--- config.mk ---
export PLATFORM = sky130hd
export DESIGN_NAME = tmr_down_timer
export DESIGN_NICKNAME = d
export VERILOG_FILES = /design/src/rtl/tmr_pkg.sv /design/src/rtl/tmr_prescaler.sv /design/src/rtl/tmr_regs.sv /design/src/rtl/tmr_count_fsm.sv /design/src/rtl/tmr_down_timer.sv
export SDC_FILE = /design/constraint.sdc
export NUM_CORES = 1
export LEC_CHECK = 0
export BUFFER_PORTS_ARGS = -buffer_cell sky130_fd_sc_hd__buf_2
export CAP_MARGIN = 20
export CORE_ASPECT_RATIO = 0.6
export CORE_UTILIZATION = 40
export CTS_CLUSTER_DIAMETER = 80
export DETAILED_ROUTE_END_ITERATION = 12
export SETUP_SLACK_MARGIN = 0.3
export SLEW_MARGIN = 20
export SYNTH_ARGS = -nofsm -noshare
export SYNTH_HDL_FRONTEND = slang
export SYNTH_SLANG_ARGS = --single-unit
--- constraint.sdc ---
create_clock -name clk -period 2.5 [get_ports clk]
set_clock_uncertainty 0.1 [all_clocks]
set_input_delay 0.125 -clock clk [delete_from_list [all_inputs] [get_ports clk]]
set_output_delay 0.125 -clock clk [all_outputs]
set_load 0.02 [all_outputs]
--- src/rtl/tmr_pkg.sv ---
package tmr_pkg;

    typedef enum logic [1:0] {
        ST_IDLE = 2'd0,
        ST_RUN  = 2'd1,
        ST_HOLD = 2'd2
    } tmr_state_e;

    typedef struct packed {
        logic en;
        logic periodic;
        logic fast;
    } tmr_ctrl_t;

    localparam logic [1:0] IDX_LOAD  = 2'd0;
    localparam logic [1:0] IDX_VALUE = 2'd1;
    localparam logic [1:0] IDX_CTRL  = 2'd2;
    localparam logic [1:0] IDX_CLEAR = 2'd3;

    localparam int BIT_EN       = 7;
    localparam int BIT_PERIODIC = 6;
    localparam int BIT_FAST     = 3;

endpackage

--- src/rtl/tmr_prescaler.sv ---
module tmr_prescaler #(
    parameter int SLOW_DIV = 25000,
    parameter int FAST_DIV = 98
) (
    input  logic clk,
    input  logic rst_n,
    input  logic run,
    input  logic restart,
    input  logic fast,
    output logic tick
);
    localparam int MAXD  = (SLOW_DIV > FAST_DIV) ? SLOW_DIV : FAST_DIV;
    localparam int PRE_W = (MAXD > 2) ? $clog2(MAXD) : 1;
    localparam logic [PRE_W-1:0] SLOW_TOP = PRE_W'(SLOW_DIV - 1);
    localparam logic [PRE_W-1:0] FAST_TOP = PRE_W'(FAST_DIV - 1);

    logic [PRE_W-1:0] pre_q;
    logic [PRE_W-1:0] top;

    assign top  = fast ? FAST_TOP : SLOW_TOP;
    assign tick = run && (pre_q == top);

    always_ff @(posedge clk) begin
        if (!rst_n) begin
            pre_q <= '0;
        end else if (!run || restart) begin
            pre_q <= '0;
        end else if (pre_q == top) begin
            pre_q <= '0;
        end else begin
            pre_q <= pre_q + 1'b1;
        end
    end

    // phase counter never passes the selected terminal value
    a_r5_pre_bound: assert property (@(posedge clk) disable iff (!rst_n)
        pre_q <= top);

    // with a divider above one, ticks are never back to back
    a_r5_tick_gap: assert property (@(posedge clk) disable iff (!rst_n)
        (tick && top != '0 && !restart) |=> !tick);

endmodule

--- src/rtl/tmr_regs.sv ---
module tmr_regs
    import tmr_pkg::*;
#(
    parameter int DATA_W = 32
) (
    input  logic              clk,
    input  logic              rst_n,
    input  logic [1:0]        bus_word,
    input  logic              bus_we,
    input  logic [DATA_W-1:0] bus_wdata,
    input  logic [DATA_W-1:0] count,
    output logic [DATA_W-1:0] bus_rdata,
    output logic [DATA_W-1:0] load_q,
    output tmr_ctrl_t         ctrl_q,
    output logic              wr_load,
    output logic              wr_ctrl,
    output logic              wr_clr
);
    logic [DATA_W-1:0] ctrl_word;

    assign wr_load = bus_we && (bus_word == IDX_LOAD);
    assign wr_ctrl = bus_we && (bus_word == IDX_CTRL);
    assign wr_clr  = bus_we && (bus_word == IDX_CLEAR);

    always_ff @(posedge clk) begin
        if (!rst_n) begin
            load_q <= '0;
            ctrl_q <= '0;
        end else begin
            if (wr_load) begin
                load_q <= bus_wdata;
            end
            if (wr_ctrl) begin
                ctrl_q.en       <= bus_wdata[BIT_EN];
                ctrl_q.periodic <= bus_wdata[BIT_PERIODIC];
                ctrl_q.fast     <= bus_wdata[BIT_FAST];
            end
        end
    end

    always_comb begin
        ctrl_word               = '0;
        ctrl_word[BIT_EN]       = ctrl_q.en;
        ctrl_word[BIT_PERIODIC] = ctrl_q.periodic;
        ctrl_word[BIT_FAST]     = ctrl_q.fast;
    end

    always_comb begin
        unique case (bus_word)
            IDX_LOAD:  bus_rdata = load_q;
            IDX_VALUE: bus_rdata = count;
            IDX_CTRL:  bus_rdata = ctrl_word;
            default:   bus_rdata = '0;
        endcase
    end

    // load register captures the written word
    a_r3_load_capture: assert property (@(posedge clk) disable iff (!rst_n)
        wr_load |=> (load_q == $past(bus_wdata)));

    // clear index reads as zero
    a_r2_clear_reads_zero: assert property (@(posedge clk) disable iff (!rst_n)
        (bus_word == IDX_CLEAR) |-> (bus_rdata == '0));

endmodule

--- src/rtl/tmr_count_fsm.sv ---
module tmr_count_fsm
    import tmr_pkg::*;
#(
    parameter int DATA_W = 32
) (
    input  logic              clk,
    input  logic              rst_n,
    input  logic              tick,
    input  tmr_ctrl_t         ctrl,
    input  logic [DATA_W-1:0] reload,
    input  logic              wr_load,
    input  logic [DATA_W-1:0] load_data,
    input  logic              wr_clr,
    output logic [DATA_W-1:0] count_q,
    output logic              irq_q,
    output logic              running
);
    localparam logic [DATA_W-1:0] ONE = DATA_W'(1);

    tmr_state_e        state_q, state_d;
    logic [DATA_W-1:0] count_d;
    logic              expire;

    assign running = (state_q == ST_RUN);

    always_comb begin
        state_d = state_q;
        count_d = count_q;
        expire  = 1'b0;
        if (wr_load) begin
            count_d = load_data;
            state_d = ctrl.en ? ST_RUN : ST_IDLE;
        end else begin
            unique case (state_q)
                ST_IDLE: begin
                    if (ctrl.en) state_d = ST_RUN;
                end
                ST_RUN: begin
                    if (!ctrl.en) begin
                        state_d = ST_IDLE;
                    end else if (tick) begin
                        if (count_q == '0) begin
                            if (ctrl.periodic) begin
                                count_d = reload;
                            end else begin
                                expire  = 1'b1;
                                state_d = ST_HOLD;
                            end
                        end else begin
                            count_d = count_q - ONE;
                            if (count_q == ONE) begin
                                expire = 1'b1;
                                if (!ctrl.periodic) state_d = ST_HOLD;
                            end
                        end
                    end
                end
                ST_HOLD: begin
                    if (!ctrl.en) state_d = ST_IDLE;
                end
                default: state_d = ST_IDLE;
            endcase
        end
    end

    always_ff @(posedge clk) begin
        if (!rst_n) begin
            state_q <= ST_IDLE;
            count_q <= '0;
        end else begin
            state_q <= state_d;
            count_q <= count_d;
        end
    end

    always_ff @(posedge clk) begin
        if (!rst_n) begin
            irq_q <= 1'b0;
        end else if (expire) begin
            irq_q <= 1'b1;
        end else if (wr_clr) begin
            irq_q <= 1'b0;
        end
    end

    a_r3_load_now: assert property (@(posedge clk) disable iff (!rst_n)
        wr_load |=> (count_q == $past(load_data)));

    a_r5_step: assert property (@(posedge clk) disable iff (!rst_n)
        (state_q == ST_RUN && ctrl.en && tick && !wr_load && count_q != '0)
        |=> (count_q == $past(count_q) - ONE));

    a_r6_irq_at_zero: assert property (@(posedge clk) disable iff (!rst_n)
        $rose(irq_q) |-> (count_q == '0));

    a_r7_reload: assert property (@(posedge clk) disable iff (!rst_n)
        (state_q == ST_RUN && ctrl.en && ctrl.periodic && tick && !wr_load && count_q == '0)
        |=> (count_q == $past(reload)));

    a_r8_hold_still: assert property (@(posedge clk) disable iff (!rst_n)
        (state_q == ST_HOLD && !wr_load) |=> $stable(count_q));

    a_r9_clear: assert property (@(posedge clk) disable iff (!rst_n)
        (wr_clr && !expire) |=> !irq_q);

    a_r10_frozen: assert property (@(posedge clk) disable iff (!rst_n)
        (state_q == ST_IDLE && !wr_load) |=> $stable(count_q));

endmodule

--- src/rtl/tmr_down_timer.sv ---
module tmr_down_timer
    import tmr_pkg::*;
#(
    parameter int DATA_W   = 32,
    parameter int SLOW_DIV = 25000,
    parameter int FAST_DIV = 98
) (
    input  logic              clk,
    input  logic              rst_n,
    input  logic [1:0]        bus_word,
    input  logic              bus_we,
    input  logic [DATA_W-1:0] bus_wdata,
    output logic [DATA_W-1:0] bus_rdata,
    output logic              irq
);
    logic [DATA_W-1:0] load_q;
    logic [DATA_W-1:0] count_q;
    tmr_ctrl_t         ctrl_q;
    logic              wr_load, wr_ctrl, wr_clr;
    logic              tick, running;

    tmr_regs #(.DATA_W(DATA_W)) u_regs (
        .clk       (clk),
        .rst_n     (rst_n),
        .bus_word  (bus_word),
        .bus_we    (bus_we),
        .bus_wdata (bus_wdata),
        .count     (count_q),
        .bus_rdata (bus_rdata),
        .load_q    (load_q),
        .ctrl_q    (ctrl_q),
        .wr_load   (wr_load),
        .wr_ctrl   (wr_ctrl),
        .wr_clr    (wr_clr)
    );

    tmr_prescaler #(.SLOW_DIV(SLOW_DIV), .FAST_DIV(FAST_DIV)) u_pre (
        .clk     (clk),
        .rst_n   (rst_n),
        .run     (running),
        .restart (wr_load || wr_ctrl),
        .fast    (ctrl_q.fast),
        .tick    (tick)
    );

    tmr_count_fsm #(.DATA_W(DATA_W)) u_fsm (
        .clk       (clk),
        .rst_n     (rst_n),
        .tick      (tick),
        .ctrl      (ctrl_q),
        .reload    (load_q),
        .wr_load   (wr_load),
        .load_data (bus_wdata),
        .wr_clr    (wr_clr),
        .count_q   (count_q),
        .irq_q     (irq),
        .running   (running)
    );

endmodule

# Word level (Yosys, flattened, before mapping)
# Cells that the tools add are included.
dict set report classes {
  eq_ne 12
  n_reduce_logical 17
  muxes 27
  addsub 2
  n_bitwise 1
}
# operator n
set ops {}
lappend ops {{$mux 32} 6}
lappend ops {{$pmux 32 s3} 1}
lappend ops {{$eq 32x1->1 const B} 1}
lappend ops {{$logic_not 32->1} 1}
lappend ops {{$sub 32x1->32 const B} 1}
lappend ops {{$mux 2} 8}
lappend ops {{$add 15x1->15 const B} 1}
lappend ops {{$eq 15x15->1} 1}
lappend ops {{$mux 15} 1}
lappend ops {{$mux 1} 10}
lappend ops {{$ne 3x3->1 const B} 3}
lappend ops {{$reduce_and 4->1} 2}
lappend ops {{$reduce_bool 2->1} 4}
lappend ops {{$eq 2x2->1 const B} 3}
lappend ops {{$pmux 2 s3} 1}
lappend ops {{$ne 5x3->1 const B} 1}
lappend ops {{$eq 2x1->1 const B} 2}
lappend ops {{$logic_and 1x1->1} 4}
lappend ops {{$logic_not 2->1} 2}
lappend ops {{$ne 4x4->1 const B} 1}
lappend ops {{$reduce_or 3->1} 1}
lappend ops {{$logic_or 1x1->1} 2}
lappend ops {{$logic_not 1->1} 1}
lappend ops {{$not 1->1} 1}
dict set report word_totals {
  elab_cells 67
  inputBits 37
  reg_bits 85
}

# Longest topological paths before layout
# Gate-level depths: netlist (run 1).
dict set report depth {
  word_depth 8
  depth_mapped 9
}

# Hierarchy
# From an unflattened synthesis (run 1), not the netlist that was laid out.
dict set report unflattened {
  hier_cells 673
  hier_area_um2 5411.4
}
# mod cells_per_inst seq_area_each_um2 instances area_each_um2
set by_module_without_submodules {}
lappend by_module_without_submodules {tmr_count_fsm 364 700.7 1 2721.4}
lappend by_module_without_submodules {tmr_regs 225 700.7 1 1954.4}
lappend by_module_without_submodules {tmr_prescaler 83 300.3 1 729.4}
lappend by_module_without_submodules {tmr_down_timer 1 0.0 1 6.3}

# Worst setup path before layout (run 1)
# OpenSTA, ideal clock, no wires.
dict set report synth_timing {
  path_type {reg-to-reg}
  start {register u_fsm.count_q[3]}
  end {register u_fsm.count_q[14]}
  path_buffers 1
  stages_incl_launch_ff 8
  setup_ns 0.120
  arrival_ns 2.019
  period_less_slack_ns 2.239
  path_slack_ns 0.261
  required_time_ns 2.280
  path_cell_list {dfxtp_1 -> buf_2 -> nor4_4 -> and4_1 -> nand4_1 -> mux2_1 -> and3_1 -> o31a_1}
}
dict set report synth_between {
  elab_chain_cells 6
  word_cells_on_any_way 9
  classes_between {add/sub (1); eq/ne (1); mux (5); reduce/logical (2)}
}
# element line_no
set synth_lines {}
lappend synth_lines {{start: declaration} tmr_count_fsm.sv:14} ;# output logic [DATA_W-1:0] count_q,
lappend synth_lines {{start signal: assignment} tmr_count_fsm.sv:72} ;# count_q <= count_d;
lappend synth_lines {{$sub 32x1->32 / $logic_not 32->1 (equally long branches)} {tmr_count_fsm.sv:50, tmr_count_fsm.sv:42}}
lappend synth_lines {{$mux 32} tmr_count_fsm.sv:42} ;# if (count_q == '0) begin
lappend synth_lines {{$mux 32} tmr_count_fsm.sv:41} ;# end else if (tick) begin
lappend synth_lines {{$mux 32} tmr_count_fsm.sv:39} ;# if (!ctrl.en) begin
lappend synth_lines {{$mux 32} tmr_count_fsm.sv:34} ;# unique case (state_q)
lappend synth_lines {{$mux 32} tmr_count_fsm.sv:30} ;# if (wr_load) begin
# Parallel ways exist; a longest one is shown, timed or not. The select of a mux whose other input is x is not followed.
# A chain may end at the register's enable or synchronous reset.

# Final worst setup path (run 1)
dict set report layout_timing {
  start {register u_fsm.count_q[10]}
  end {register u_fsm.count_q[14]}
}
# Same word-level chain as after synthesis.

==> flow_results.xml, run 1 <==
<?xml version="1.0" encoding="UTF-8"?>
<metrics>
  <group name="setup_path">
    <metric name="timing.critical_path.required" unit="ns">2.62</metric>
    <metric name="setup.worst_path.end_class" unit="">flop</metric>
    <metric name="arrival" unit="ns">2.49</metric>
    <metric name="crit_path_top_delay_cell" unit="">nor4_4</metric>
    <metric name="cp_top_family" unit="">simple AND/OR/NAND/NOR gates</metric>
    <metric name="cp-start-kind" unit="">flop</metric>
    <metric name="critPathKind" unit="">flop to flop</metric>
    <metric name="cp.buffers_inverters" unit="">2</metric>
    <metric name="critical_path_peak_fanout" unit="">4</metric>
    <metric name="crit_chain" unit="">nor4_4 -&gt; buf_4 -&gt; buf_6 -&gt; and4_4 -&gt; nand4_1 -&gt; mux2_4 -&gt; and3_4 -&gt; o31a_1</metric>
    <metric name="critical-path-max-stage-delay" unit="ns">0.36</metric>
    <metric name="setup.reg_to_reg.worst_slack" unit="ns">0.14</metric>
  </group>
  <group name="power">
    <metric name="internal_power_consumption" unit="mW">2.721</metric>
    <metric name="p_per_area" unit="mW/mm²">576.2</metric>
    <metric name="netSwitchingFraction" unit="%">30.76</metric>
    <metric name="power.sequential.fraction" unit="%">36.8</metric>
    <metric name="power.leakage" unit="nW">2.750</metric>
    <metric name="max-vdd-ir-drop" unit="V">0.0003760</metric>
    <metric name="switching_power" unit="mW">1.209</metric>
    <metric name="power_frac_clock" unit="%">35.9</metric>
    <metric name="comb_power_share" unit="%">27.3</metric>
  </group>
  <group name="yosys">
    <metric name="yosysWarningCount" unit="">0</metric>
    <metric name="synth_top_flop_cell" unit="">dfxtp_1</metric>
    <metric name="synth-adder-area-share" unit="%">0.9935</metric>
    <metric name="seq_area_frac_synth" unit="%">33.78</metric>
    <metric name="yosys.cell_types.count" unit="">60</metric>
    <metric name="post_synth_xor_area_fraction" unit="%">4.868</metric>
    <metric name="syn-num-nets" unit="">701</metric>
    <metric name="synthesis.area" unit="mm²">0.005037</metric>
    <metric name="synth_simple_gate_area_share" unit="%">29.01</metric>
    <metric name="register_bit_total_from_synthesis" unit="">85</metric>
    <metric name="avgSynthCellArea" unit="µm²">7.632</metric>
    <metric name="post_synth_inst_count" unit="">660</metric>
    <metric name="synth_edf_count" unit="">0</metric>
    <metric name="synthArstFlopShare" unit="%">0</metric>
    <metric name="synth_top_family_by_area" unit="">simple AND/OR/NAND/NOR gates</metric>
    <metric name="synthMuxAreaShare" unit="%">6.781</metric>
    <metric name="synth_compound_area_share" unit="%">19.75</metric>
  </group>
  <group name="clock_network">
    <metric name="number_of_sinks_driven_by_the_clock_tree" unit="">85</metric>
    <metric name="cts_inserted_buffers" unit="">9</metric>
    <metric name="clock_insertion_delay_worst_skew" unit="ns">0.35</metric>
    <metric name="cts_tree" unit="">done</metric>
    <metric name="cts_max_path_buffers" unit="">2</metric>
    <metric name="clkTransAtPathRegs" unit="ns">0.06</metric>
    <metric name="clock-root-buffer" unit="">clkbuf_16</metric>
    <metric name="cts_h_tree_depth" unit="">3</metric>
  </group>
  <group name="grt">
    <metric name="grt_first_pass_wirelength" unit="µm">26030</metric>
    <metric name="track_usage" unit="%">25.75</metric>
    <metric name="grt_remaining_overflow" unit="">0</metric>
    <metric name="grt_antenna_before_repair" unit="">0</metric>
    <metric name="via_count_of_the_first_global_routing_pass" unit="">5018</metric>
    <metric name="grt_start_max_net_pins" unit="">47</metric>
  </group>
  <group name="timing">
    <metric name="rsz0062_at_grt" unit="">yes</metric>
    <metric name="maxSlewHeadroom" unit="%">56.63</metric>
    <metric name="report.final.setup_viol" unit="">0</metric>
    <metric name="timing.setup.tns" unit="ns">0</metric>
    <metric name="timing_max_transition_violations_final" unit="">0</metric>
    <metric name="hold_viol_final" unit="">1</metric>
    <metric name="final.min_clock_period" unit="ns">2.363</metric>
    <metric name="fin_crit_sh" unit="%">94.50</metric>
    <metric name="achievable-frequency" unit="MHz">423.3</metric>
    <metric name="fin_hold_ws" unit="ns">-0.004006</metric>
    <metric name="worstMarginPinSlew" unit="ns">0.6505</metric>
  </group>
  <group name="detailed_routing">
    <metric name="drt_wl_total" unit="µm">16790</metric>
    <metric name="final_antenna_net_count" unit="">0</metric>
    <metric name="length_of_the_first_detailed_routing_pass_in_iterations" unit="">6</metric>
    <metric name="initialDrtViolationCount" unit="">427</metric>
    <metric name="dr_total_vias" unit="">5496</metric>
    <metric name="detail_route.wl_per_cell" unit="µm">17.49</metric>
    <metric name="route.detailed.drc" unit="">0</metric>
    <metric name="vias_per_cell" unit="">5.725</metric>
  </group>
  <group name="die">
    <metric name="top_level_ports" unit="">70</metric>
    <metric name="std_cell_rows" unit="">31</metric>
    <metric name="design.die.area" unit="mm²">0.01306</metric>
    <metric name="dieWidth" unit="µm">146.9</metric>
    <metric name="placeableCoreArea" unit="mm²">0.01218</metric>
    <metric name="start_util" unit="%">41.36</metric>
    <metric name="die_h" unit="µm">88.93</metric>
  </group>
  <group name="placement">
    <metric name="routabilityCongestion" unit="">0.9546</metric>
    <metric name="io_buffers" unit="">69</metric>
    <metric name="post_dp_cell_area" unit="mm²">0.005741</metric>
    <metric name="dp_hpwl" unit="µm">11290</metric>
  </group>
  <group name="final_layout">
    <metric name="final_nets" unit="">831</metric>
    <metric name="synthToLayoutAreaGrowth" unit="%">35.37</metric>
    <metric name="multi_input_area" unit="mm²">0.003344</metric>
    <metric name="layout-drive-gt1-share" unit="%">26.42</metric>
    <metric name="layout.cells.most_common_list" unit="">nand2_1 (108), nor2_1 (78), dfxtp_1 (76)</metric>
    <metric name="postLayoutCoreUtil" unit="%">55.99</metric>
    <metric name="seq_area" unit="mm²">0.001715</metric>
    <metric name="filler_cell_count" unit="">1161</metric>
    <metric name="insertedDiodeCount" unit="">0</metric>
    <metric name="layout_commonest_cell" unit="">nand2_1</metric>
    <metric name="finished_cell_area" unit="mm²">0.006819</metric>
  </group>
  <group name="status">
    <metric name="violations" unit="">hold timing</metric>
    <metric name="outcome" unit="">finished, violations left</metric>
  </group>
  <group name="hold_path">
    <metric name="worst_hold_path_type" unit="">input pin to flop</metric>
  </group>
  <group name="flow_run">
    <metric name="max-cap-violations" unit="">0</metric>
  </group>
</metrics>
-- path summary, 6_finish.rpt --
check | startpoint | to | cells after the start
hold reg to reg | u_fsm.irq_q$_SDFFE_PN0P_ | u_fsm.irq_q$_SDFFE_PN0P_ | 2
setup / recovery | u_fsm.count_q[10]$_SDFFE_PN0P_ | u_fsm.count_q[14]$_SDFFE_PN0P_ | 8
setup reg to reg | u_fsm.count_q[10]$_SDFFE_PN0P_ | u_fsm.count_q[14]$_SDFFE_PN0P_ | 8
hold / removal | bus_we | u_regs.ctrl_q[0]$_SDFFE_PN0P_ | 3
-- what timing repair did --
item,CTS,global route
hold buffers,31,0
endpoints found under the setup margin,30,31
gates resized for setup,22,46
endpoints found under the hold margin,40,0
setup buffers,12,10
pin swaps,16,21
-- kinds of logic (layout without fill, tap and decap cells) --
group                    after synthesis  count (layout)
adder cells (fa/ha/maj)                4               4
flip-flops                            85              85
multiplexers                          34              34
buffers and inverters                 54             189
XOR/XNOR                              28              28
AND/OR/NAND/NOR                      298             298
AO/OA/AOI/OAI                        157             157
-- worst reg2reg max path: stages, from the launching register on --
cell and delay (ns):
dfxtp_2 0.33, nor4_4 0.36, buf_4 0.18, buf_6 0.10, and4_4 0.24, nand4_1 0.17, mux2_4 0.35, and3_4 0.18
o31a_1 0.24
-- state kept, by name, indices dropped and copies added (netlist names) --
signal and flops:
u_fsm.irq_q 1, u_fsm.count_q 32, u_pre.pre_q 15, u_fsm.state_q 2
u_regs.ctrl_q 3, u_regs.load_q 32
-- power by group through the flow --
stage / Sequential [mW] / Combinational (mW) / Clock (mW)
floorplan: 1.47 / 0.559 / 0
global placement: 1.47 / 0.815 / 0
detailed placement: 1.47 / 0.829 / 0
CTS: 1.44 / 0.961 / 1.42
global route: 1.45 / 1.16 / 1.48
finish: 1.45 / 1.07 / 1.41
-- synthesized netlist by cell type, types with 7 or more instances --
master / number / area, µm²
a211o_1: 8 / 70.07
a211oi_1: 9 / 67.56
a21oi_1: 62 / 310.3
a31oi_1: 12 / 75.07
clkbuf_1: 33 / 123.9
dfxtp_1: 85 / 1702
inv_1: 8 / 30.03
mux2i_1: 33 / 330.3
nand2_1: 108 / 405.4
nand3_1: 24 / 120.1
nand4_1: 7 / 43.79
nor2_1: 81 / 304.0
nor3_1: 12 / 60.06
nor4_1: 15 / 93.84
o21ai_0: 29 / 145.1
xnor2_1: 15 / 131.4
xor2_1: 13 / 113.9
-- per-stage QoR --
step,instances,worst slack (ns),power [mW]
after floorplan,660,0.3020,2.026
after global placement,891,0.1548,2.284
after detailed placement,891,0.08596,2.301
after CTS,950,0.2397,3.826
after global routing,960,0.1031,4.090
final,960,0.1375,3.929
-- routing by layer --
metal | wire, µm | vias to the layer above | track usage [%]
li1 | - | 2623 | -
met1 | 7976 | 2622 | 35.65
met2 | 7284 | 224 | 40.24
met3 | 1199 | 27 | 5.408
met4 | 329 | 0 | 8.523
met5 | 0 | - | 0
-- cell type report --
| class | instances | area share [%] |
|---|---|---|
| Timing Repair Buffer | 165 | 17.74 |
| Clock inverter | 3 | 0.6239 |
| Tap cell | 165 | 3.028 |
| Clock buffer | 13 | 3.963 |
| Inverter | 8 | 0.4404 |
| Sequential cell | 85 | 25.16 |
| Multi-Input combinational cell | 521 | 49.05 |
Note: power is estimated with default switching activity, not from simulation.
==> run 2: changes to the inputs <==
Settings changed: SYNTH_HIERARCHICAL set to 1.
==> run 2 against run 1 <==
Net effect:
- the run ends with DRC left
- synthesized cell count increased by 2.0%
- critical path depth unchanged
- sequential cell count unchanged
- combinational power increased by 21%
- cell count increased by 8.6%
- routed wire length increased by 19%
- sequential share of layout area decreased by 3.4 points
- fmax decreased by 1.9%
- hold slack improved by 0.17 ns
- setup slack got worse by 0.045 ns
- clock-buffer cell count decreased by 2
- clock power increased by 6%
- critical path type unchanged
==> flow_results.xml, run 2 <==
<?xml version="1.0" encoding="UTF-8"?>
<metrics>
  <group name="detailed_routing">
    <metric name="wl_met2" unit="µm">8430</metric>
    <metric name="top_layer_used" unit="">met4</metric>
    <metric name="length_of_the_first_detailed_routing_pass_in_iterations" unit="">9</metric>
    <metric name="final_antenna_net_count" unit="">0</metric>
    <metric name="wl_met3" unit="µm">1530</metric>
    <metric name="wl_met1" unit="µm">9769</metric>
    <metric name="vias_per_cell" unit="">5.830</metric>
    <metric name="drt_wl_total" unit="µm">19910</metric>
    <metric name="detail_route.wl_per_cell" unit="µm">19.09</metric>
    <metric name="route.detailed.drc" unit="">7</metric>
    <metric name="dr_total_vias" unit="">6081</metric>
    <metric name="initialDrtViolationCount" unit="">630</metric>
  </group>
  <group name="grt">
    <metric name="grt_remaining_overflow" unit="">0</metric>
    <metric name="grt_antenna_before_repair" unit="">0</metric>
    <metric name="via_count_of_the_first_global_routing_pass" unit="">5749</metric>
    <metric name="grt_first_pass_wirelength" unit="µm">30550</metric>
    <metric name="grt_start_max_net_pins" unit="">51</metric>
    <metric name="track_usage" unit="%">27.85</metric>
  </group>
  <group name="final_layout">
    <metric name="layout_commonest_cell" unit="">buf_4</metric>
    <metric name="postLayoutCoreUtil" unit="%">60.83</metric>
    <metric name="reg.largest.list" unit="">u_fsm/count_q x32, u_regs/load_q x32, u_pre/pre_q x15</metric>
    <metric name="insertedDiodeCount" unit="">0</metric>
    <metric name="synthToLayoutAreaGrowth" unit="%">46.27</metric>
    <metric name="layout.cells.most_common_list" unit="">buf_4 (107), nand2_1 (96), dfxtp_1 (71)</metric>
    <metric name="final_cell_count_no_fill" unit="">1043</metric>
    <metric name="finished_cell_area" unit="mm²">0.007915</metric>
    <metric name="layout-drive-gt1-share" unit="%">35.74</metric>
    <metric name="final_nets" unit="">909</metric>
  </group>
  <group name="clock_network">
    <metric name="cts_inserted_buffers" unit="">9</metric>
    <metric name="cts_h_tree_depth" unit="">3</metric>
    <metric name="cts_max_path_buffers" unit="">2</metric>
    <metric name="clkTransAtPathRegs" unit="ns">0.07</metric>
    <metric name="cts_tree" unit="">done</metric>
    <metric name="number_of_sinks_driven_by_the_clock_tree" unit="">85</metric>
    <metric name="clock_insertion_delay_worst_skew" unit="ns">0.35</metric>
    <metric name="clock-root-buffer" unit="">clkbuf_16</metric>
  </group>
  <group name="die">
    <metric name="top_level_ports" unit="">70</metric>
    <metric name="placeableCoreArea" unit="mm²">0.01301</metric>
    <metric name="dieWidth" unit="µm">152.2</metric>
    <metric name="design.die.area" unit="mm²">0.01401</metric>
    <metric name="std_cell_rows" unit="">32</metric>
    <metric name="start_util" unit="%">41.59</metric>
    <metric name="die_h" unit="µm">92.10</metric>
  </group>
  <group name="timing">
    <metric name="timing_max_transition_violations_final" unit="">0</metric>
    <metric name="maxSlewHeadroom" unit="%">55.66</metric>
    <metric name="hold_viol_final" unit="">0</metric>
    <metric name="achievable-frequency" unit="MHz">415.4</metric>
    <metric name="report.final.setup_viol" unit="">0</metric>
    <metric name="worstMarginPinSlew" unit="ns">0.6650</metric>
    <metric name="fin_crit_sh" unit="%">96.30</metric>
    <metric name="fin_hold_ws" unit="ns">0.1692</metric>
    <metric name="rsz0062_at_grt" unit="">yes</metric>
    <metric name="final.min_clock_period" unit="ns">2.408</metric>
    <metric name="final.setup.worst_slack" unit="ns">0.09249</metric>
  </group>
  <group name="yosys">
    <metric name="post-synth-top-area-fraction" unit="%">31.45</metric>
    <metric name="synth_edf_count" unit="">0</metric>
    <metric name="post_synth_inst_count" unit="">673</metric>
    <metric name="synthTopCellsByCount" unit="">nand2_1 (105), dfxtp_1 (85), nor2_1 (74), mux2i_1 (70), a21oi_1 (35)</metric>
    <metric name="synth_top_flop_cell" unit="">dfxtp_1</metric>
    <metric name="avgSynthCellArea" unit="µm²">8.041</metric>
    <metric name="synthesis.area" unit="mm²">0.005411</metric>
    <metric name="synthArstFlopShare" unit="%">0</metric>
    <metric name="yosys.cell_types.count" unit="">70</metric>
    <metric name="largest_cells_by_area_after_synthesis" unit="">dfxtp_1 (31%), mux2i_1 (13%), nand2_1 (7.3%)</metric>
    <metric name="yosysTopAreaCell" unit="">dfxtp_1</metric>
    <metric name="register_bit_total_from_synthesis" unit="">85</metric>
    <metric name="synth.most_common_cell" unit="">nand2_1</metric>
    <metric name="yosysWarningCount" unit="">6</metric>
    <metric name="seq_area_frac_synth" unit="%">31.45</metric>
    <metric name="syn-num-nets" unit="">714</metric>
  </group>
  <group name="placement">
    <metric name="post_dp_cell_area" unit="mm²">0.006566</metric>
    <metric name="pre_cts_slack" unit="ns">-0.09854</metric>
    <metric name="numPlacedInstances" unit="">965</metric>
    <metric name="io_buffers" unit="">69</metric>
    <metric name="dp_hpwl" unit="µm">13680</metric>
    <metric name="routabilityCongestion" unit="">0.9600</metric>
  </group>
  <group name="power">
    <metric name="max-vdd-ir-drop" unit="V">0.0003600</metric>
    <metric name="p_per_area" unit="mW/mm²">534.8</metric>
    <metric name="power.leakage" unit="nW">3.344</metric>
  </group>
  <group name="setup_path">
    <metric name="critical_path_peak_fanout" unit="">4</metric>
    <metric name="arrival" unit="ns">2.54</metric>
    <metric name="cp-start-kind" unit="">flop</metric>
    <metric name="timing.critical_path.required" unit="ns">2.64</metric>
    <metric name="setup.worst_path.end_class" unit="">flop</metric>
    <metric name="critPathKind" unit="">flop to flop</metric>
  </group>
  <group name="status">
    <metric name="violations" unit="">DRC</metric>
    <metric name="outcome" unit="">finished, violations left</metric>
  </group>
  <group name="hold_path">
    <metric name="worst_hold_path_type" unit="">input pin to flop</metric>
  </group>
  <group name="flow_run">
    <metric name="max-cap-violations" unit="">0</metric>
  </group>
</metrics>
run 2: cell count changes in the layout (fill, tap and decap cells not counted), sizes merged, moves of 5 or more:
cell,before,now
o221ai,1,10
nor2,81,74
o32ai,5,0
a21oi,62,35
nand3,25,19
a211o,8,3
buf,134,199
nor4,21,15
o31ai,1,8
or4,2,8
o22ai,1,7
mux2i,33,70
o21ai,30,24
run 2: metrics by stage:
stage | power (mW) | setup TNS (ns)
finish | 4.233 | 0
global route | 4.395 | 0
CTS | 4.126 | 0
detailed placement | 2.501 | -0.6142
global placement | 2.492 | -1.020
floorplan | 2.099 | 0
run 2: cell families (layout without fill, tap and decap cells):
family | Yosys count | count (layout) | share of synthesized area (%)
buffers and inverters | 58 | 258 | 6.035
DFF | 85 | 85 | 31.45
adders and majority gates | 4 | 4 | 0.9249
muxes | 71 | 71 | 13.16
and+or+nand+nor | 291 | 291 | 26.84
xor gates and xnor gates | 25 | 25 | 4.046
AOI/OAI and AO/OA | 139 | 139 | 17.55
run 2: area by class of cell:
cell class / count / area (µm²)
Sequential cell: 85 / 1724
Inverter: 10 / 37.54
Multi-Input combinational cell: 530 / 3845
Fill cell: 1106 / 5097
Clock buffer: 11 / 242.7
Clock inverter: 5 / 82.58
Tap cell: 170 / 212.7
Timing Repair Buffer: 232 / 1770
run 2: worst max-delay path, stage by stage (launching register included):
cell	delay, ns
dfxtp_2	0.35
nor4_4	0.34
buf_4	0.19
nand2_4	0.05
or4_4	0.59
buf_6	0.15
or3_4	0.33
a21oi_2	0.13
nor2_1	0.06
run 2: worst paths after layout:
check,from,to,slack [ns],cells after the start
setup / recovery,u_fsm/count_q[2]$_SDFFE_PN0P_,u_fsm/count_q[7]$_SDFFE_PN0P_,0.09,8
hold / removal,bus_we,u_fsm/irq_q$_SDFFE_PN0P_,0.17,4
setup reg to reg,u_fsm/count_q[2]$_SDFFE_PN0P_,u_fsm/count_q[7]$_SDFFE_PN0P_,0.09,8
hold reg to reg,u_regs/load_q[19]$_SDFFE_PN0P_,u_regs/load_q[19]$_SDFFE_PN0P_,0.38,2
run 2: power by group:
| part | internal, mW | switching (mW) | leakage [nW] |
|---|---|---|---|
| registers | 1.40 | 0.0531 | 0.698 |
| logic | 0.612 | 0.681 | 2.49 |
| clock network | 0.907 | 0.578 | 0.160 |
run 2: timing repair:
| item | in CTS | in global routing |
|---|---|---|
| hold buffers | 32 | 0 |
| cloned | 0 | 2 |
| setup endpoints to repair | 35 | 35 |
| hold endpoints to repair | 39 | 0 |
| pin swaps | 34 | 22 |
| gates resized for setup | 59 | 48 |
| setup buffers | 12 | 16 |
run 2: metal layers:
layer / up-vias / global-route usage (%)
li1: 2854 / -
met1: 2919 / 39.61
met2: 291 / 42.78
met3: 17 / 5.482
met4: 0 / 6.378
met5: - / 2.198
==> run 3: changes to the inputs <==
Clock period 2.5 ns to 2.8 ns, I/O delays scaled along.
==> run 3 against run 2 <==
Net effect:
- the flow still finishes with violations (DRC)
- register-to-register slack better by 0.24 ns
- hold slack worse by 0.16 ns
- total power is 19% lower
- sequential share of layout area is 2.7 points higher
- cell area is 11% lower
- setup slack better by 0.24 ns
- combinational power is 25% lower
==> flow_results.xml, run 3 (same netlist as run 2, synthesis figures left out) <==
<?xml version="1.0" encoding="UTF-8"?>
<metrics>
  <group name="status">
    <metric name="outcome" unit="">finished, violations left</metric>
    <metric name="violations" unit="">DRC</metric>
  </group>
  <group name="grt">
    <metric name="grt_start_max_net_pins" unit="">67</metric>
    <metric name="track_usage" unit="%">27.35</metric>
    <metric name="grt_remaining_overflow" unit="">0</metric>
    <metric name="via_count_of_the_first_global_routing_pass" unit="">5465</metric>
    <metric name="grt_first_pass_wirelength" unit="µm">29930</metric>
    <metric name="grt_antenna_before_repair" unit="">0</metric>
  </group>
  <group name="placement">
    <metric name="numPlacedInstances" unit="">917</metric>
    <metric name="routabilityCongestion" unit="">0.9015</metric>
    <metric name="post_dp_cell_area" unit="mm²">0.006112</metric>
    <metric name="pre_cts_slack" unit="ns">0.1137</metric>
    <metric name="io_buffers" unit="">69</metric>
    <metric name="dp_hpwl" unit="µm">12860</metric>
  </group>
  <group name="setup_path">
    <metric name="arrival" unit="ns">2.65</metric>
    <metric name="critPathKind" unit="">flop to flop</metric>
    <metric name="timing.critical_path.required" unit="ns">2.99</metric>
    <metric name="cp-start-kind" unit="">flop</metric>
    <metric name="r2r.worst_path.cells" unit="">6</metric>
    <metric name="crit-reg2reg-capture" unit="">u_fsm/count_q[11]$_SDFFE_PN0P_</metric>
    <metric name="setup.worst_path.end_class" unit="">flop</metric>
    <metric name="worst_r2r_startpoint" unit="">u_fsm/count_q[2]$_SDFFE_PN0P_</metric>
    <metric name="critical_path_peak_fanout" unit="">8</metric>
    <metric name="setup.reg_to_reg.worst_slack" unit="ns">0.33</metric>
  </group>
  <group name="die">
    <metric name="start_util" unit="%">41.59</metric>
    <metric name="top_level_ports" unit="">70</metric>
    <metric name="die_h" unit="µm">92.10</metric>
    <metric name="std_cell_rows" unit="">32</metric>
    <metric name="dieWidth" unit="µm">152.2</metric>
    <metric name="design.die.area" unit="mm²">0.01401</metric>
    <metric name="placeableCoreArea" unit="mm²">0.01301</metric>
  </group>
  <group name="detailed_routing">
    <metric name="detail_route.wl_per_cell" unit="µm">19.69</metric>
    <metric name="dr_total_vias" unit="">5817</metric>
    <metric name="route.detailed.drc" unit="">6</metric>
    <metric name="vias_per_cell" unit="">5.948</metric>
    <metric name="wl_met3" unit="µm">1642</metric>
    <metric name="drt_wl_total" unit="µm">19250</metric>
    <metric name="length_of_the_first_detailed_routing_pass_in_iterations" unit="">9</metric>
    <metric name="initialDrtViolationCount" unit="">485</metric>
    <metric name="final_antenna_net_count" unit="">0</metric>
    <metric name="wl_met1" unit="µm">9355</metric>
    <metric name="wl_met2" unit="µm">8053</metric>
    <metric name="top_layer_used" unit="">met4</metric>
  </group>
  <group name="final_layout">
    <metric name="synthToLayoutAreaGrowth" unit="%">30.36</metric>
    <metric name="finished_cell_area" unit="mm²">0.007054</metric>
    <metric name="layout-drive-gt1-share" unit="%">26.98</metric>
    <metric name="filler_cell_count" unit="">1222</metric>
    <metric name="reg.largest.list" unit="">u_fsm/count_q x32, u_regs/load_q x32, u_pre/pre_q x15</metric>
    <metric name="layout_commonest_cell" unit="">nand2_1</metric>
    <metric name="insertedDiodeCount" unit="">0</metric>
    <metric name="postLayoutCoreUtil" unit="%">54.21</metric>
    <metric name="final_cell_count_no_fill" unit="">978</metric>
    <metric name="layout.cells.most_common_list" unit="">nand2_1 (103), nor2_1 (70), mux2i_1 (70)</metric>
    <metric name="final_nets" unit="">844</metric>
  </group>
  <group name="timing">
    <metric name="rsz0062_at_grt" unit="">yes</metric>
    <metric name="report.final.setup_viol" unit="">0</metric>
    <metric name="maxSlewHeadroom" unit="%">56.00</metric>
    <metric name="fin_hold_ws" unit="ns">0.01390</metric>
    <metric name="timing.setup.tns" unit="ns">0</metric>
    <metric name="final.min_clock_period" unit="ns">2.469</metric>
    <metric name="worstMarginPinSlew" unit="ns">0.6600</metric>
    <metric name="timing_max_transition_violations_final" unit="">0</metric>
    <metric name="hold_viol_final" unit="">0</metric>
    <metric name="final.setup.worst_slack" unit="ns">0.3313</metric>
    <metric name="achievable-frequency" unit="MHz">405.1</metric>
    <metric name="fin_crit_sh" unit="%">88.17</metric>
  </group>
  <group name="hold_path">
    <metric name="min_path_cells" unit="">3</metric>
    <metric name="worst_hold_path_type" unit="">input pin to flop</metric>
    <metric name="hold_path.startpoint" unit="">bus_wdata[6]</metric>
    <metric name="min_delay_worst_endpoint" unit="">u_regs/load_q[6]$_SDFFE_PN0P_</metric>
  </group>
  <group name="clock_network">
    <metric name="clock_insertion_delay_worst_skew" unit="ns">0.35</metric>
    <metric name="cts_tree" unit="">done</metric>
    <metric name="cts_inserted_buffers" unit="">9</metric>
    <metric name="cts_max_path_buffers" unit="">2</metric>
    <metric name="cts_h_tree_depth" unit="">3</metric>
    <metric name="number_of_sinks_driven_by_the_clock_tree" unit="">85</metric>
    <metric name="clkTransAtPathRegs" unit="ns">0.07</metric>
    <metric name="clock-root-buffer" unit="">clkbuf_16</metric>
  </group>
  <group name="power">
    <metric name="p_per_area" unit="mW/mm²">485.4</metric>
    <metric name="power.leakage" unit="nW">2.929</metric>
    <metric name="netSwitchingFraction" unit="%">33.31</metric>
    <metric name="report.power.total" unit="mW">3.424</metric>
    <metric name="power.sequential.fraction" unit="%">38.2</metric>
    <metric name="power_frac_clock" unit="%">33.5</metric>
    <metric name="switching_power" unit="mW">1.140</metric>
    <metric name="max-vdd-ir-drop" unit="V">0.0003230</metric>
    <metric name="internal_power_consumption" unit="mW">2.284</metric>
    <metric name="comb_power_share" unit="%">28.3</metric>
  </group>
  <group name="flow_run">
    <metric name="max-cap-violations" unit="">0</metric>
  </group>
</metrics>
## run 3: cell types whose count changed in the layout (fill, tap and decap cells not counted), moves of 4 or more
cell | previous run | this run
a21oi_1 | 30 | 34
nand2_1 | 96 | 103
o21ai_1 | 8 | 1
buf_6 | 21 | 4
buf_4 | 107 | 64
nand2_2 | 7 | 2
o21ai_0 | 14 | 22
## run 3: critical path: stages, from the launching register on
cell	delay, ns
dfxtp_4	0.38
or4_4	0.56
or3_4	0.39
or4_4	0.43
xor2_1	0.16
a211o_1	0.27
a21oi_2	0.11
## run 3: power by group through the flow
stage	Sequential [mW]	Combinational [mW]	Clock [mW]
2_1_floorplan	1.32	0.538	0
5_1_grt	1.31	1.04	1.22
3_5_place_dp	1.33	0.822	0
4_1_cts	1.30	0.887	1.17
6_report	1.31	0.971	1.15
3_3_place_gp	1.33	0.817	0
## run 3: metal layers
layer  global-route usage (%)  vias to the layer above
li1                         -                     2721
met1                    40.11                     2806
met2                    39.94                      273
met3                    6.002                       17
met4                    6.803                        0
met5                        0                        -
## run 3: what timing repair did
item / 4_1_cts / 5_1_grt
hold buffers: 30 / 0
hold endpoints to repair: 33 / 0
pin swaps: 3 / 20
setup buffers: 4 / 9
cloned: 1 / 1
resized for setup: 14 / 52
endpoints found under the setup margin: 31 / 35
## run 3: worst max-delay path by stage
stage,end,start
after floorplan,u_fsm/count_q[11]$_SDFFE_PN0P_,u_fsm/count_q[2]$_SDFFE_PN0P_
after global placement,u_fsm/count_q[8]$_SDFFE_PN0P_,u_regs/ctrl_q[0]$_SDFFE_PN0P_
after detailed placement,u_fsm/count_q[8]$_SDFFE_PN0P_,u_regs/ctrl_q[0]$_SDFFE_PN0P_
after CTS,u_fsm/count_q[8]$_SDFFE_PN0P_,u_pre/pre_q[3]$_SDFF_PP0_
after global routing,u_fsm/count_q[15]$_SDFFE_PN0P_,u_pre/pre_q[14]$_SDFF_PP0_
final,u_fsm/count_q[11]$_SDFFE_PN0P_,u_fsm/count_q[2]$_SDFFE_PN0P_
## run 3: final cells by class
| type | instances | area (µm²) | area share, % |
|---|---|---|---|
| Multi-Input combinational cell | 530 | 3616 | 51.26 |
| Sequential cell | 85 | 1727 | 24.48 |
| Timing Repair Buffer | 167 | 1186 | 16.81 |
| Clock buffer | 9 | 225.2 | 3.193 |
| Tap cell | 170 | 212.7 | 3.015 |
| Clock inverter | 7 | 50.05 | 0.7095 |
| Inverter | 10 | 37.54 | 0.5321 |
